$ cat src/rtl/cfgf_pkg.sv
package cfgf_pkg;

  typedef enum logic [1:0] {
    ROUTE_LOCAL = 2'd0,
    ROUTE_FWD   = 2'd1,
    ROUTE_ONES  = 2'd2,
    ROUTE_DROP  = 2'd3
  } route_e;

  typedef enum logic [1:0] {
    SZ_BYTE = 2'd0,
    SZ_HALF = 2'd1,
    SZ_WORD = 2'd2
  } acc_size_e;

endpackage

$ cat src/rtl/cfgf_rst_sync.sv
module cfgf_rst_sync #(
  parameter int STAGES = 2
) (
  input  logic clk,
  input  logic rst_n,
  output logic rst_sync_n
);

  logic [STAGES-1:0] sync_q;
  logic [STAGES-1:0] sync_d;

  always_comb begin
    sync_d = {sync_q[STAGES-2:0], 1'b1};
  end

  always_ff @(posedge clk or negedge rst_n) begin
    if (!rst_n) begin
      sync_q <= '0;
    end else begin
      sync_q <= sync_d;
    end
  end

  assign rst_sync_n = sync_q[STAGES-1];

endmodule

$ cat src/rtl/cfgf_classify.sv
module cfgf_classify
  import cfgf_pkg::*;
#(
  parameter int          BUS_W    = 8,
  parameter int          DEV_W    = 5,
  parameter int          FN_W     = 3,
  parameter int          OFF_W    = 12,
  parameter logic [11:0] BAR0_OFF = 12'h010
) (
  input  logic [BUS_W-1:0] root_bus,
  input  logic [BUS_W-1:0] bus,
  input  logic [DEV_W-1:0] dev,
  input  logic [FN_W-1:0]  fn,
  input  logic [OFF_W-1:0] off,
  input  logic             wr,
  input  logic             link_up,
  output route_e           kind
);

  localparam logic [OFF_W-1:0] HIDE_OFF = OFF_W'(BAR0_OFF);

  logic [BUS_W-1:0] below_bus;
  logic             on_root;
  logic             on_below;
  logic             dev_zero;
  logic             hidden;
  logic             no_link;
  logic             extra_slot;
  logic             refused;

  always_comb begin
    below_bus  = root_bus + BUS_W'(1);
    on_root    = (bus == root_bus);
    on_below   = (bus == below_bus);
    dev_zero   = (dev == '0);
    hidden     = on_root && dev_zero && (fn == '0) && (off == HIDE_OFF);
    no_link    = !on_root && !link_up;
    extra_slot = !dev_zero && (on_root || on_below);
    refused    = hidden || no_link || extra_slot;
    if (refused) begin
      kind = wr ? ROUTE_DROP : ROUTE_ONES;
    end else if (on_root) begin
      kind = ROUTE_LOCAL;
    end else begin
      kind = ROUTE_FWD;
    end
  end

endmodule

$ cat src/rtl/cfgf_ones_gen.sv
module cfgf_ones_gen
  import cfgf_pkg::*;
#(
  parameter int DATA_W = 32
) (
  input  logic [1:0]        size,
  output logic [DATA_W-1:0] ones
);

  localparam int LANES = DATA_W / 8;

  logic [LANES-1:0] lane_on;

  for (genvar i = 0; i < LANES; i++) begin : g_lane
    always_comb begin
      unique case (size)
        SZ_BYTE: lane_on[i] = (i < 1);
        SZ_HALF: lane_on[i] = (i < 2);
        default: lane_on[i] = 1'b1;
      endcase
    end
    assign ones[8*i +: 8] = {8{lane_on[i]}};
  end

endmodule

$ cat src/rtl/cfgf_root_track.sv
module cfgf_root_track #(
  parameter int BUS_W = 8
) (
  input  logic             clk,
  input  logic             rst_n,
  input  logic [BUS_W-1:0] cfg_root_bus,
  input  logic             upd_en,
  input  logic [BUS_W-1:0] upd_val,
  output logic [BUS_W-1:0] root_bus
);

  logic [BUS_W-1:0] root_q;
  logic [BUS_W-1:0] root_d;
  logic             loaded_q;
  logic             loaded_d;
  logic             root_en;

  always_comb begin
    root_d   = root_q;
    loaded_d = loaded_q;
    root_en  = !loaded_q || upd_en;
    if (upd_en) begin
      root_d   = upd_val;
      loaded_d = 1'b1;
    end else if (!loaded_q) begin
      root_d   = cfg_root_bus;
      loaded_d = 1'b1;
    end
  end

  always_ff @(posedge clk or negedge rst_n) begin
    if (!rst_n) begin
      root_q   <= '0;
      loaded_q <= 1'b0;
    end else if (root_en) begin
      root_q   <= root_d;
      loaded_q <= loaded_d;
    end
  end

  assign root_bus = loaded_q ? root_q : cfg_root_bus;

endmodule

$ cat src/rtl/cfg_access_filter.sv
module cfg_access_filter
  import cfgf_pkg::*;
#(
  parameter int          BUS_W      = 8,
  parameter int          DEV_W      = 5,
  parameter int          FN_W       = 3,
  parameter int          OFF_W      = 12,
  parameter int          DATA_W     = 32,
  parameter int          LSTA_W     = 16,
  parameter int          LINK_BIT   = 13,
  parameter logic [11:0] BAR0_OFF   = 12'h010,
  parameter logic [11:0] PRIBUS_OFF = 12'h018
) (
  input  logic              clk,
  input  logic              rst_n,
  input  logic [BUS_W-1:0]  cfg_root_bus,
  input  logic [LSTA_W-1:0] link_status,
  input  logic              req_valid,
  input  logic              req_wr,
  input  logic [BUS_W-1:0]  req_bus,
  input  logic [DEV_W-1:0]  req_dev,
  input  logic [FN_W-1:0]   req_fn,
  input  logic [OFF_W-1:0]  req_off,
  input  logic [1:0]        req_size,
  input  logic [DATA_W-1:0] req_wdata,
  output logic              dec_valid,
  output logic [1:0]        dec_kind,
  output logic [DATA_W-1:0] dec_rdata,
  output logic [BUS_W-1:0]  root_bus
);

  localparam logic [OFF_W-1:0] UPD_OFF = OFF_W'(PRIBUS_OFF);

  logic              core_rst_n;
  logic              link_up;
  route_e            kind_nxt;
  logic [DATA_W-1:0] ones_val;
  logic              root_upd;

  logic              vld_q, vld_d;
  route_e            kind_q, kind_d;
  logic [DATA_W-1:0] rdata_q, rdata_d;
  logic              dec_en;

  cfgf_rst_sync #(.STAGES(2)) rst_sync_i (
    .clk        (clk),
    .rst_n      (rst_n),
    .rst_sync_n (core_rst_n)
  );

  assign link_up = link_status[LINK_BIT];

  cfgf_classify #(
    .BUS_W    (BUS_W),
    .DEV_W    (DEV_W),
    .FN_W     (FN_W),
    .OFF_W    (OFF_W),
    .BAR0_OFF (BAR0_OFF)
  ) classify_i (
    .root_bus (root_bus),
    .bus      (req_bus),
    .dev      (req_dev),
    .fn       (req_fn),
    .off      (req_off),
    .wr       (req_wr),
    .link_up  (link_up),
    .kind     (kind_nxt)
  );

  cfgf_ones_gen #(.DATA_W(DATA_W)) ones_i (
    .size (req_size),
    .ones (ones_val)
  );

  assign root_upd = req_valid && req_wr && (kind_nxt == ROUTE_LOCAL) &&
                    (req_off == UPD_OFF);

  cfgf_root_track #(.BUS_W(BUS_W)) root_i (
    .clk          (clk),
    .rst_n        (core_rst_n),
    .cfg_root_bus (cfg_root_bus),
    .upd_en       (root_upd),
    .upd_val      (req_wdata[BUS_W-1:0]),
    .root_bus     (root_bus)
  );

  always_comb begin
    vld_d   = req_valid;
    dec_en  = req_valid;
    kind_d  = kind_nxt;
    rdata_d = (kind_nxt == ROUTE_ONES) ? ones_val : '0;
  end

  always_ff @(posedge clk or negedge core_rst_n) begin
    if (!core_rst_n) begin
      vld_q <= 1'b0;
    end else begin
      vld_q <= vld_d;
    end
  end

  always_ff @(posedge clk or negedge core_rst_n) begin
    if (!core_rst_n) begin
      kind_q  <= ROUTE_LOCAL;
      rdata_q <= '0;
    end else if (dec_en) begin
      kind_q  <= kind_d;
      rdata_q <= rdata_d;
    end
  end

  assign dec_valid = vld_q;
  assign dec_kind  = kind_q;
  assign dec_rdata = rdata_q;

endmodule

$ cat config.mk
export PLATFORM = sky130hd
export DESIGN_NAME = cfg_access_filter
export DESIGN_NICKNAME = d
export VERILOG_FILES = /design/src/rtl/cfgf_pkg.sv /design/src/rtl/cfgf_rst_sync.sv /design/src/rtl/cfgf_classify.sv /design/src/rtl/cfgf_ones_gen.sv /design/src/rtl/cfgf_root_track.sv /design/src/rtl/cfg_access_filter.sv
export SDC_FILE = /design/constraint.sdc
export NUM_CORES = 1
export LEC_CHECK = 0
export ABC_AREA = 1
export BUFFER_PORTS_ARGS = -buffer_cell sky130_fd_sc_hd__buf_2
export CORE_ASPECT_RATIO = 0.9
export CORE_UTILIZATION = 35
export CTS_CLUSTER_SIZE = 25
export DETAILED_ROUTE_END_ITERATION = 10
export GPL_TIMING_DRIVEN = 0
export PLACE_DENSITY = 0.84
export SLEW_MARGIN = 20
export SYNTH_ARGS = -nofsm -noshare
export SYNTH_HDL_FRONTEND = slang
export SYNTH_SLANG_ARGS = --single-unit
export TNS_END_PERCENT = 50
$ cat constraint.sdc
create_clock -name clk -period 0.89 [get_ports clk]
set_clock_uncertainty 0.1 [all_clocks]
set_input_delay 0.178 -clock clk [delete_from_list [all_inputs] [get_ports clk]]
set_output_delay 0.178 -clock clk [all_outputs]
set_load 0.005 [all_outputs]
==> results of run 1 <==
-- Yosys cell counts --
| cell | n |
|---|---|
| a21oi_1 | 2 |
| a31oi_1 | 1 |
| buf_4 | 29 |
| buf_6 | 1 |
| buf_8 | 1 |
| conb_1 | 1 |
| dfrtp_1 | 17 |
| ha_1 | 1 |
| inv_1 | 25 |
| inv_2 | 2 |
| nand2_1 | 77 |
| nand2_2 | 7 |
| nand2_4 | 6 |
| nand3_1 | 11 |
| nand3_4 | 2 |
| nand3b_1 | 2 |
| nand4_1 | 4 |
| nor2_1 | 13 |
| nor2_2 | 2 |
| nor2_4 | 1 |
| nor3_1 | 4 |
| o21ai_1 | 3 |
| o21ai_2 | 8 |
| or2_2 | 2 |
| xnor2_1 | 1 |
| xor2_1 | 5 |
-- sequential cells by signal (all words and copies together) (netlist names) --
register,flops
root_i.root_q,8
dec_rdata,3
dec_kind,2
rst_sync_i.sync_q,2
dec_valid,1
root_i.loaded_q,1
-- worst register-to-register path, stage by stage, from the launching register on --
cell and delay (ns):
dfrtp_1 0.42, buf_8 0.17, nand2_4 0.08, nand2_8 0.06
ha_4 0.23, xor2_1 0.15, nor2_1 0.08, nand3_1 0.07
nor2_1 0.10, nand3_1 0.10, nand2_2 0.10, nand2_4 0.08
nand3_4 0.10, buf_12 0.15, nand2_2 0.06, o21ai_2 0.05
-- how the worst min path moves through the flow --
| stage | startpoint | endpoint | slack (ns) |
|---|---|---|---|
| finish | req_valid | dec_valid | 0.02 |
| global route | req_valid | dec_valid | 0.009 |
| CTS | req_valid | dec_valid | 0.009 |
| detailed placement | rst_n | rst_sync_i.sync_q[0] | -0.13 |
| global placement | rst_n | rst_sync_i.sync_q[0] | -0.13 |
| floorplan | rst_n | rst_sync_i.sync_q[0] | -0.22 |
-- cell type report --
cell class,instances,area (um^2),share of cell area
buffer,31,302,0.111
clock buffer,4,45.0,0.0165
inverter,27,104,0.0381
multi-input combinational,154,1010,0.369
sequential,17,430,0.158
tap,60,75.1,0.0275
timing repair buffer,110,766,0.281
-- routing by layer --
metal	track usage	up-vias	wire length (um)
met4	0.0637	0	80
met5	0	-	0
li1	-	898	-
met2	0.318	51	2610
met1	0.234	821	2040
met3	0.0322	8	179
-- power groups by stage --
stage | Clock, uW | Sequential (uW) | Combinational [uW]
6_report | 586 | 904 | 1200
5_1_grt | 635 | 913 | 1310
4_1_cts | 605 | 902 | 1010
3_5_place_dp | 0 | 921 | 900
3_3_place_gp | 0 | 916 | 875
2_1_floorplan | 0 | 910 | 563
-- cell usage in the layout, fill, tap and decap left out, types with 2 or more instances in the layout --
| master | instances |
|---|---|
| nor2_4 | 2 |
| buf_4 | 25 |
| nand2_1 | 58 |
| dfrtp_2 | 4 |
| buf_12 | 3 |
| buf_6 | 35 |
| nand2_4 | 13 |
| or2_2 | 2 |
| nand3b_1 | 2 |
| nand2_2 | 15 |
| xor2_1 | 4 |
| nand2_8 | 4 |
| clkbuf_8 | 3 |
| inv_1 | 25 |
| nor3_2 | 2 |
| nor2_1 | 13 |
| dfrtp_1 | 13 |
| o21ai_2 | 9 |
| nand3_4 | 2 |
| nor3_1 | 2 |
| nand4_1 | 4 |
| conb_1 | 2 |
| nand3_1 | 10 |
| buf_2 | 75 |
-- cell families (layout without fill, tap and decap cells) --
group | count (synthesis) | in the layout | synth area share
AO/OA/AOI/OAI | 14 | 14 | 0.0643
other | 1 | 2 | 0.00238
XOR/XNOR | 6 | 6 | 0.0333
buffers and inverters | 58 | 172 | 0.219
flip-flops | 17 | 17 | 0.270
AND/OR/NAND/NOR | 131 | 131 | 0.403
adder cells (fa/ha/maj) | 1 | 1 | 0.00794
-- stage by stage --
stage          cells   util  TNS [ns]  worst slack, ns  area [um^2]
2_1_floorplan    229      -    -15.34            -1.10         1650
3_3_place_gp     382  0.523    -23.38            -1.36         2190
3_5_place_dp     382  0.523    -24.39            -1.41         2190
4_1_cts          398  0.581    -34.35            -1.29         2430
5_1_grt          403  0.652    -38.11            -1.45         2730
6_report         403  0.652    -34.55            -1.29         2730
-- what timing repair did --
item,CTS,global route
gates resized for setup,23,47
pin swaps,6,10
setup endpoints to repair,56,71
buffers inserted,11,4
endpoints found under the hold margin,2,0
hold buffers,1,0
gates cloned,0,1
==> impl_metrics.ini, run 1 <==
[status]
status = complete, but fails checks
violations = negative setup slack

[timing]
hold-worst-slack_ns = 0.0203
max_freq_mhz = 459
slew_violations = 0
setup-violations-final = 56
rsz0062_at_grt = true
layout_setup_ws_ns = -1.29
fin_crit_sh = 2.45
relSlewSlack = 0.581
finalHoldViolCount = 0
worst_pin_slew_ns = 0.623
min_period_ns = 2.18

[layout]
area_growth_pct = 73.0
final_nets = 435
fill_cells = 357
drive_gt1_frac = 0.595
insertedDiodeCount = 0

[yosys]
synth_top_area_share = 0.270
yosysWarningCount = 0
synth-seq-area-share = 0.270
synth_cell_types = 26
synth_cells = 228
synth-seq-cells = 17
synth_area_um2 = 1580
syn_avg_cell_area_um2 = 6.91
yosysTopAreaCell = dfrtp_1
yosys-top-cells-area = dfrtp_1 (27%), nand2_1 (18%), buf_4 (14%), inv_1 (6.0%), o21ai_2 (4.4%)

[power_and_ir_drop]
p_sw_frac = 0.331
clkPwrFrac = 0.218
intPower_uw = 1800
combinationalPowerShare = 0.446
peakVddDrop_mv = 0.746
powerDensity_nw_per_um2 = 987
pwr-share-seq = 0.336
p_leak_uw = 0.00152
switching_power_uw = 891
total_power_uw = 2690

[critical_path]
r2r_end = root_i.root_q[6]
critPathTopFamily = simple AND/OR/NAND/NOR gates
critPathSlowestCell = dfrtp_1
endpoint_kind = flip-flop
reg2reg_depth = 15
arrival_ns = 2.26
cp_data_required_time_ns = 0.97
r2r_start = root_i.loaded_q
critPathMaxFanout = 10
worstPathCellList = buf_8, nand2_4, nand2_8, ha_4, xor2_1, nor2_1, nand3_1, nor2_1, nand3_1, nand2_2, nand2_4, nand3_4, buf_12, nand2_2, o21ai_2
setup.worst_path.start_class = flip-flop
cp_num_buf_inv = 2
cp_num_cells = 15
endpoint = root_i.root_q[6]
startpoint = root_i.loaded_q
timing_worst_setup_path_type = flip-flop to flip-flop
reg2reg_setup_slack_ns = -1.29
max_stage_delay_ns = 0.42

[global_routing]
grt_max_degree = 16
overflow = 0
antenna_found_initial = 0
grt_pass1_vias = 1585
grt_pass1_wl_um = 6890
track_usage = 0.185

[flow_run]
max_cap_violations = 0

[routing]
ant_nets = 0
vias = 1778
drc_errors = 0
routedWlPerCell_um = 12.2
routed_wl_um = 4920
viasPerCell = 4.41
dr.pass1.iters = 4
drt_iter0_drc = 59

[clocking]
clock_sinks = 17
insertion_delay_ns = 0.25
clkSlewWorstSetupHoldPaths_ns = 0.07
cts_buffers = 3
htreeDepth = 1
clk_path_buf_depth = 2
cts_tree = yes
cts-root-buf = clkbuf_8

[die]
core_um2 = 4180
row_count = 22
die_x_um = 72.7
die-height_um = 65.7
start_util = 0.377
die-area_um2 = 4780
ios = 133

[worst_hold_path]
hold_class = input port to flip-flop
min_path_cells = 1

[place]
routabilityCongestion = 0.829
dp_hpwl_um = 3340
numPortBuffers = 93
(Power assumes the default switching activity.)
==> run 2: changes to the inputs <==
CORE_UTILIZATION = 42   (was 35)
PLACE_DENSITY = 0.94   (was 0.84)
clock period = 2.55 ns   (was 0.89 ns; I/O delays follow)
==> run 2 against run 1 <==
The run now ends clean. Worst setup slack better by 1.5 ns. Wire length is 24% lower. Worst hold slack better by 0.14 ns. Clock power is 65% lower. Register-to-register slack better by 1.5 ns. Utilization is 2.9 points lower. Cell count is 7.9% lower. Die area is 16% lower. Global-route usage is 0.43 points higher. Power is 70% lower. Sequential share of layout area is 3.9 points higher. Combinational power is 75% lower. Critical path type unchanged. Critical endpoint is now root_i.root_q[7].
==> impl_metrics.ini, run 2 (same netlist as run 1, synthesis figures left out) <==
[status]
status = completed

[flow_run]
max_cap_violations = 0

[clocking]
htreeDepth = 1
post_cts_buffers = 0
insertion_delay_ns = 0.25
clkSlewWorstSetupHoldPaths_ns = 0.07
clock_sinks = 17
cts-root-buf = clkbuf_8
cts_buffers = 3
clk_path_buf_depth = 2
cts_tree = yes

[critical_path]
r2r_end = root_i.root_q[7]
cp_num_cells = 15
worstPathCellList = buf_6, nand2_1, nand2_2, ha_1, xor2_1, nor2_1, nand3_1, nor2_1, nand3_1, nand2_1, nand2_2, nand3_4, buf_12, nand2_1, o21ai_2
critPathSlowestCell = dfrtp_1
critPathTopFamily = simple AND/OR/NAND/NOR gates
timing_worst_setup_path_type = flip-flop to flip-flop
r2r_start = root_i.loaded_q
endpoint = root_i.root_q[7]
endpoint_kind = flip-flop
max_stage_delay_ns = 0.42
startpoint = root_i.loaded_q
critPathMaxFanout = 10
cp_data_required_time_ns = 2.64
crit_top_cell = nand2_1
reg2reg_depth = 15
setup.worst_path.start_class = flip-flop
arrival_ns = 2.46
cp_num_buf_inv = 2
reg2reg_setup_slack_ns = 0.17

[routing]
routed_wl_um = 3740
drc_errors = 0
viasPerCell = 4.49
drt_iter0_drc = 50
dr.pass1.iters = 4
vias = 1665
ant_nets = 0
routedWlPerCell_um = 10.1

[power_and_ir_drop]
powerDensity_nw_per_um2 = 377
peakVddDrop_mv = 0.340
clkPwrFrac = 0.249
p_leak_uw = 0.00135
switching_power_uw = 261
p_sw_frac = 0.319
combinationalPowerShare = 0.367
intPower_uw = 556
total_power_uw = 816
pwr-share-seq = 0.384

[timing]
worst_pin_slew_ns = 0.631
setup_tns_ns = 0
relSlewSlack = 0.580
hold-worst-slack_ns = 0.162
finalHoldViolCount = 0
min_period_ns = 2.38
setup-violations-final = 0
max_freq_mhz = 421
fin_crit_sh = 0.932
slew_violations = 0
rsz0062_at_grt = false

[layout]
area_growth_pct = 37.4
drive_gt1_frac = 0.483
insertedDiodeCount = 0
layout.cells.non_filler = 371
largest_register = root_i.root_q
largest_reg_flops = 8
final_common_cell = buf_2
final_cell_mix = buf_2 (93), nand2_1 (76), buf_4 (29)
final_nets = 419

[die]
die_x_um = 66.6
start_util = 0.453
ios = 133
row_count = 20
die-area_um2 = 4000
die-height_um = 60.1
core_um2 = 3480

[place]
routabilityCongestion = 0.836
dp_hpwl_um = 3120
dpl.cell_count = 366
numPortBuffers = 93

[global_routing]
grt_use_met1 = 0.236
antenna_found_initial = 0
grt_busiest_layer = met2
grt_pass1_vias = 1342
overflow = 0
grt_max_degree = 18
grt_pass1_wl_um = 5660
track_usage = 0.190
use_met3 = 0.0229
use_met2 = 0.333

[worst_hold_path]
hold_class = flip-flop to async pin
run 2: repair_timing:
| item | in CTS | in global routing |
|---|---|---|
| hold buffers | 1 | 0 |
| hold endpoints to repair | 2 | 0 |
| gates resized for setup | 0 | 3 |
| setup endpoints to repair | 0 | 3 |
run 2: power groups by stage:
stage	Clock [uW]	Sequential (uW)	Combinational, uW
global placement	0	317	290
floorplan	0	315	185
detailed placement	0	318	299
global route	226	318	335
finish	203	313	299
CTS	207	313	302
run 2: worst register-to-register path: stages, from the launching register on:
cell	delay, ns
dfrtp_1	0.42
buf_6	0.17
nand2_1	0.09
nand2_2	0.12
ha_1	0.32
xor2_1	0.14
nor2_1	0.10
nand3_1	0.09
nor2_1	0.11
nand3_1	0.09
nand2_1	0.08
nand2_2	0.09
nand3_4	0.12
buf_12	0.15
nand2_1	0.06
o21ai_2	0.05
run 2: worst min path at each step:
| stage | startpoint | end | slack (ns) | cells past startpoint |
|---|---|---|---|---|
| floorplan | rst_sync_i.sync_q[1] | dec_kind[0] | 0.09 | 0 |
| global placement | rst_sync_i.sync_q[1] | dec_valid | 0.17 | 0 |
| CTS | rst_sync_i.sync_q[1] | dec_rdata[30] | 0.18 | 0 |
| finish | rst_sync_i.sync_q[1] | dec_kind[0] | 0.16 | 0 |
| global route | rst_sync_i.sync_q[1] | dec_valid | 0.22 | 0 |
| detailed placement | rst_sync_i.sync_q[1] | dec_rdata[30] | 0.17 | 0 |
run 2: stage by stage:
| stage | instance area, um^2 | util | worst slack, ns |
|---|---|---|---|
| after global routing | 2170 | 0.623 | 0.00354 |
| after floorplan | 1580 | - | 0.402 |
| after detailed placement | 2100 | 0.604 | 0.137 |
| final | 2170 | 0.623 | 0.172 |
| after CTS | 2160 | 0.620 | 0.182 |
| after global placement | 2100 | 0.604 | 0.162 |
run 2: layout make-up:
type,instances,area (um^2)
clock buffer,4,45.0
timing repair buffer,94,475
multi-input combinational,154,812
fill,323,1310
buffer,31,249
sequential,17,425
inverter,27,104
tap,44,55.1
run 2: layer usage:
metal | up-vias | wire (um)
met5 | - | 0
met4 | 0 | 63
met3 | 6 | 191
met2 | 50 | 1960
met1 | 737 | 1520
li1 | 872 | -
==> run 3: changes to the inputs <==
CORE_UTILIZATION = 32   (was 42)
PLACE_DENSITY = 0.76   (was 0.94)
==> run 3 against run 2 <==
Combinational power increased by 3%. Final area increased by 2.0%. Die area grew 30%. Fmax up 1.6%. Sequential cell count unchanged. Utilization is 14 points lower. Clock power about the same. Power increased by 1.1%. Cell count grew 5.4%. Worst hold slack worse by 0.0064 ns. Critical path type unchanged.
==> impl_metrics.ini, run 3 (same netlist as run 1, synthesis figures left out) <==
[status]
status = completed

[routing]
routed_wl_um = 3960
vias = 1662
drc_errors = 0
viasPerCell = 4.25
drt_iter0_drc = 25
ant_nets = 0
routedWlPerCell_um = 10.1
dr.pass1.iters = 4

[timing]
setup-violations-final = 0
fin_crit_sh = 0.917
relSlewSlack = 0.590
worst_pin_slew_ns = 0.615
slew_violations = 0
finalHoldViolCount = 0
min_period_ns = 2.34
max_freq_mhz = 427
rsz0062_at_grt = false
setup_tns_ns = 0
hold-worst-slack_ns = 0.156

[clocking]
htreeDepth = 1
clk_path_buf_depth = 2
cts-root-buf = clkbuf_8
insertion_delay_ns = 0.26
cts_tree = yes
cts_buffers = 3
clkSlewWorstSetupHoldPaths_ns = 0.07
clock_sinks = 17

[global_routing]
antenna_found_initial = 0
grt_pass1_vias = 1445
track_usage = 0.145
grt_pass1_wl_um = 6000
grt_max_degree = 18
overflow = 0

[power_and_ir_drop]
p_leak_uw = 0.00136
switching_power_uw = 269
clkPwrFrac = 0.250
intPower_uw = 556
peakVddDrop_mv = 0.197
pwr-share-seq = 0.379
powerDensity_nw_per_um2 = 374
p_sw_frac = 0.326
combinationalPowerShare = 0.371

[layout]
largest_reg_flops = 8
fill_cells = 467
area_growth_pct = 40.2
insertedDiodeCount = 0
drive_gt1_frac = 0.489
final_nets = 421
largest_register = root_i.root_q
final_cell_mix = buf_2 (93), nand2_1 (77), buf_4 (31)
final_common_cell = buf_2

[die]
ios = 133
die_x_um = 76.0
die-height_um = 68.6
start_util = 0.342
row_count = 23
die-area_um2 = 5210
core_um2 = 4600

[critical_path]
r2r_end = root_i.root_q[6]
critPathMaxFanout = 10
max_stage_delay_ns = 0.41
startpoint = root_i.loaded_q
crit_top_cell = nand2_1
reg2reg_depth = 15
arrival_ns = 2.43
r2r_start = root_i.loaded_q
setup.worst_path.start_class = flip-flop
endpoint_kind = flip-flop
reg2reg_setup_slack_ns = 0.21
worstPathCellList = inv_4, nand2_1, nand2_4, ha_2, xor2_1, nor2_1, nand3_1, nor2_1, nand3_1, nand2_1, nand2_2, nand3_4, buf_8, nand2_1, o21ai_2
cp_data_required_time_ns = 2.64
timing_worst_setup_path_type = flip-flop to flip-flop
critPathSlowestCell = dfrtp_1

[place]
routabilityCongestion = 0.809
numPortBuffers = 93
dp_hpwl_um = 3250

[flow_run]
max_cap_violations = 0

[worst_hold_path]
hold_class = flip-flop to async pin
## run 3: cell types whose count changed in the layout (fill, tap and decap cells not counted), sizes merged
cell	change
clkbuf	-1
clkinv	+1
buf	+2
## run 3: worst max-delay path, delay by kind of cell (launching register included)
family,cells,cell delay (ns)
AOI/OAI and AO/OA,1,0.05
buffers and inverters,2,0.29
DFF,1,0.41
adders and majority gates,1,0.29
and+or+nand+nor,10,1.01
xor gates and xnor gates,1,0.14
## run 3: worst max-delay path by stage
stage,to,cells past startpoint
global placement,root_i.root_q[6],15
global route,root_i.root_q[6],15
floorplan,root_i.root_q[6],15
finish,root_i.root_q[6],15
CTS,root_i.root_q[6],15
detailed placement,root_i.root_q[6],15
## run 3: metal layers
metal  share of wire  routed length (um)  up-vias  track usage
li1                -                   -      874            -
met1            0.42                1660      734        0.167
met2            0.51                2020       46        0.263
met3           0.053                 212        8       0.0289
met4           0.020                  78        0       0.0745
met5               0                   0        -            0
## run 3: layout make-up
cell class                 count  area, um^2  area share
clock buffer                   3        41.3      0.0187
sequential                    17         425       0.193
inverter                      27         104      0.0470
clock inverter                 1        5.00     0.00227
tap                           62        77.6      0.0351
timing repair buffer          96         490       0.222
multi-input combinational    154         822       0.372
buffer                        31         244       0.110
## run 3: power groups by stage
stage / logic, uW / registers, uW / clock network [uW]
2_1_floorplan: 185 / 315 / 0
3_3_place_gp: 294 / 317 / 0
3_5_place_dp: 300 / 318 / 0
4_1_cts: 303 / 313 / 211
5_1_grt: 345 / 317 / 223
6_report: 307 / 313 / 206
## run 3: stage by stage
step	util	power, uW	cells	area (um^2)	setup WS (ns)
after floorplan	-	500	229	1580	0.402
after global placement	0.461	611	384	2120	0.145
after detailed placement	0.461	619	384	2120	0.130
after CTS	0.473	827	389	2180	0.175
after global routing	0.480	885	391	2210	0.0513
final	0.480	825	391	2210	0.211
## run 3: repair_timing
action / CTS / global route
hold buffers: 1 / 0
endpoints found under the hold margin: 2 / 0
gates resized for setup: 0 / 4
endpoints found under the setup margin: 0 / 2
buffers inserted: 0 / 2
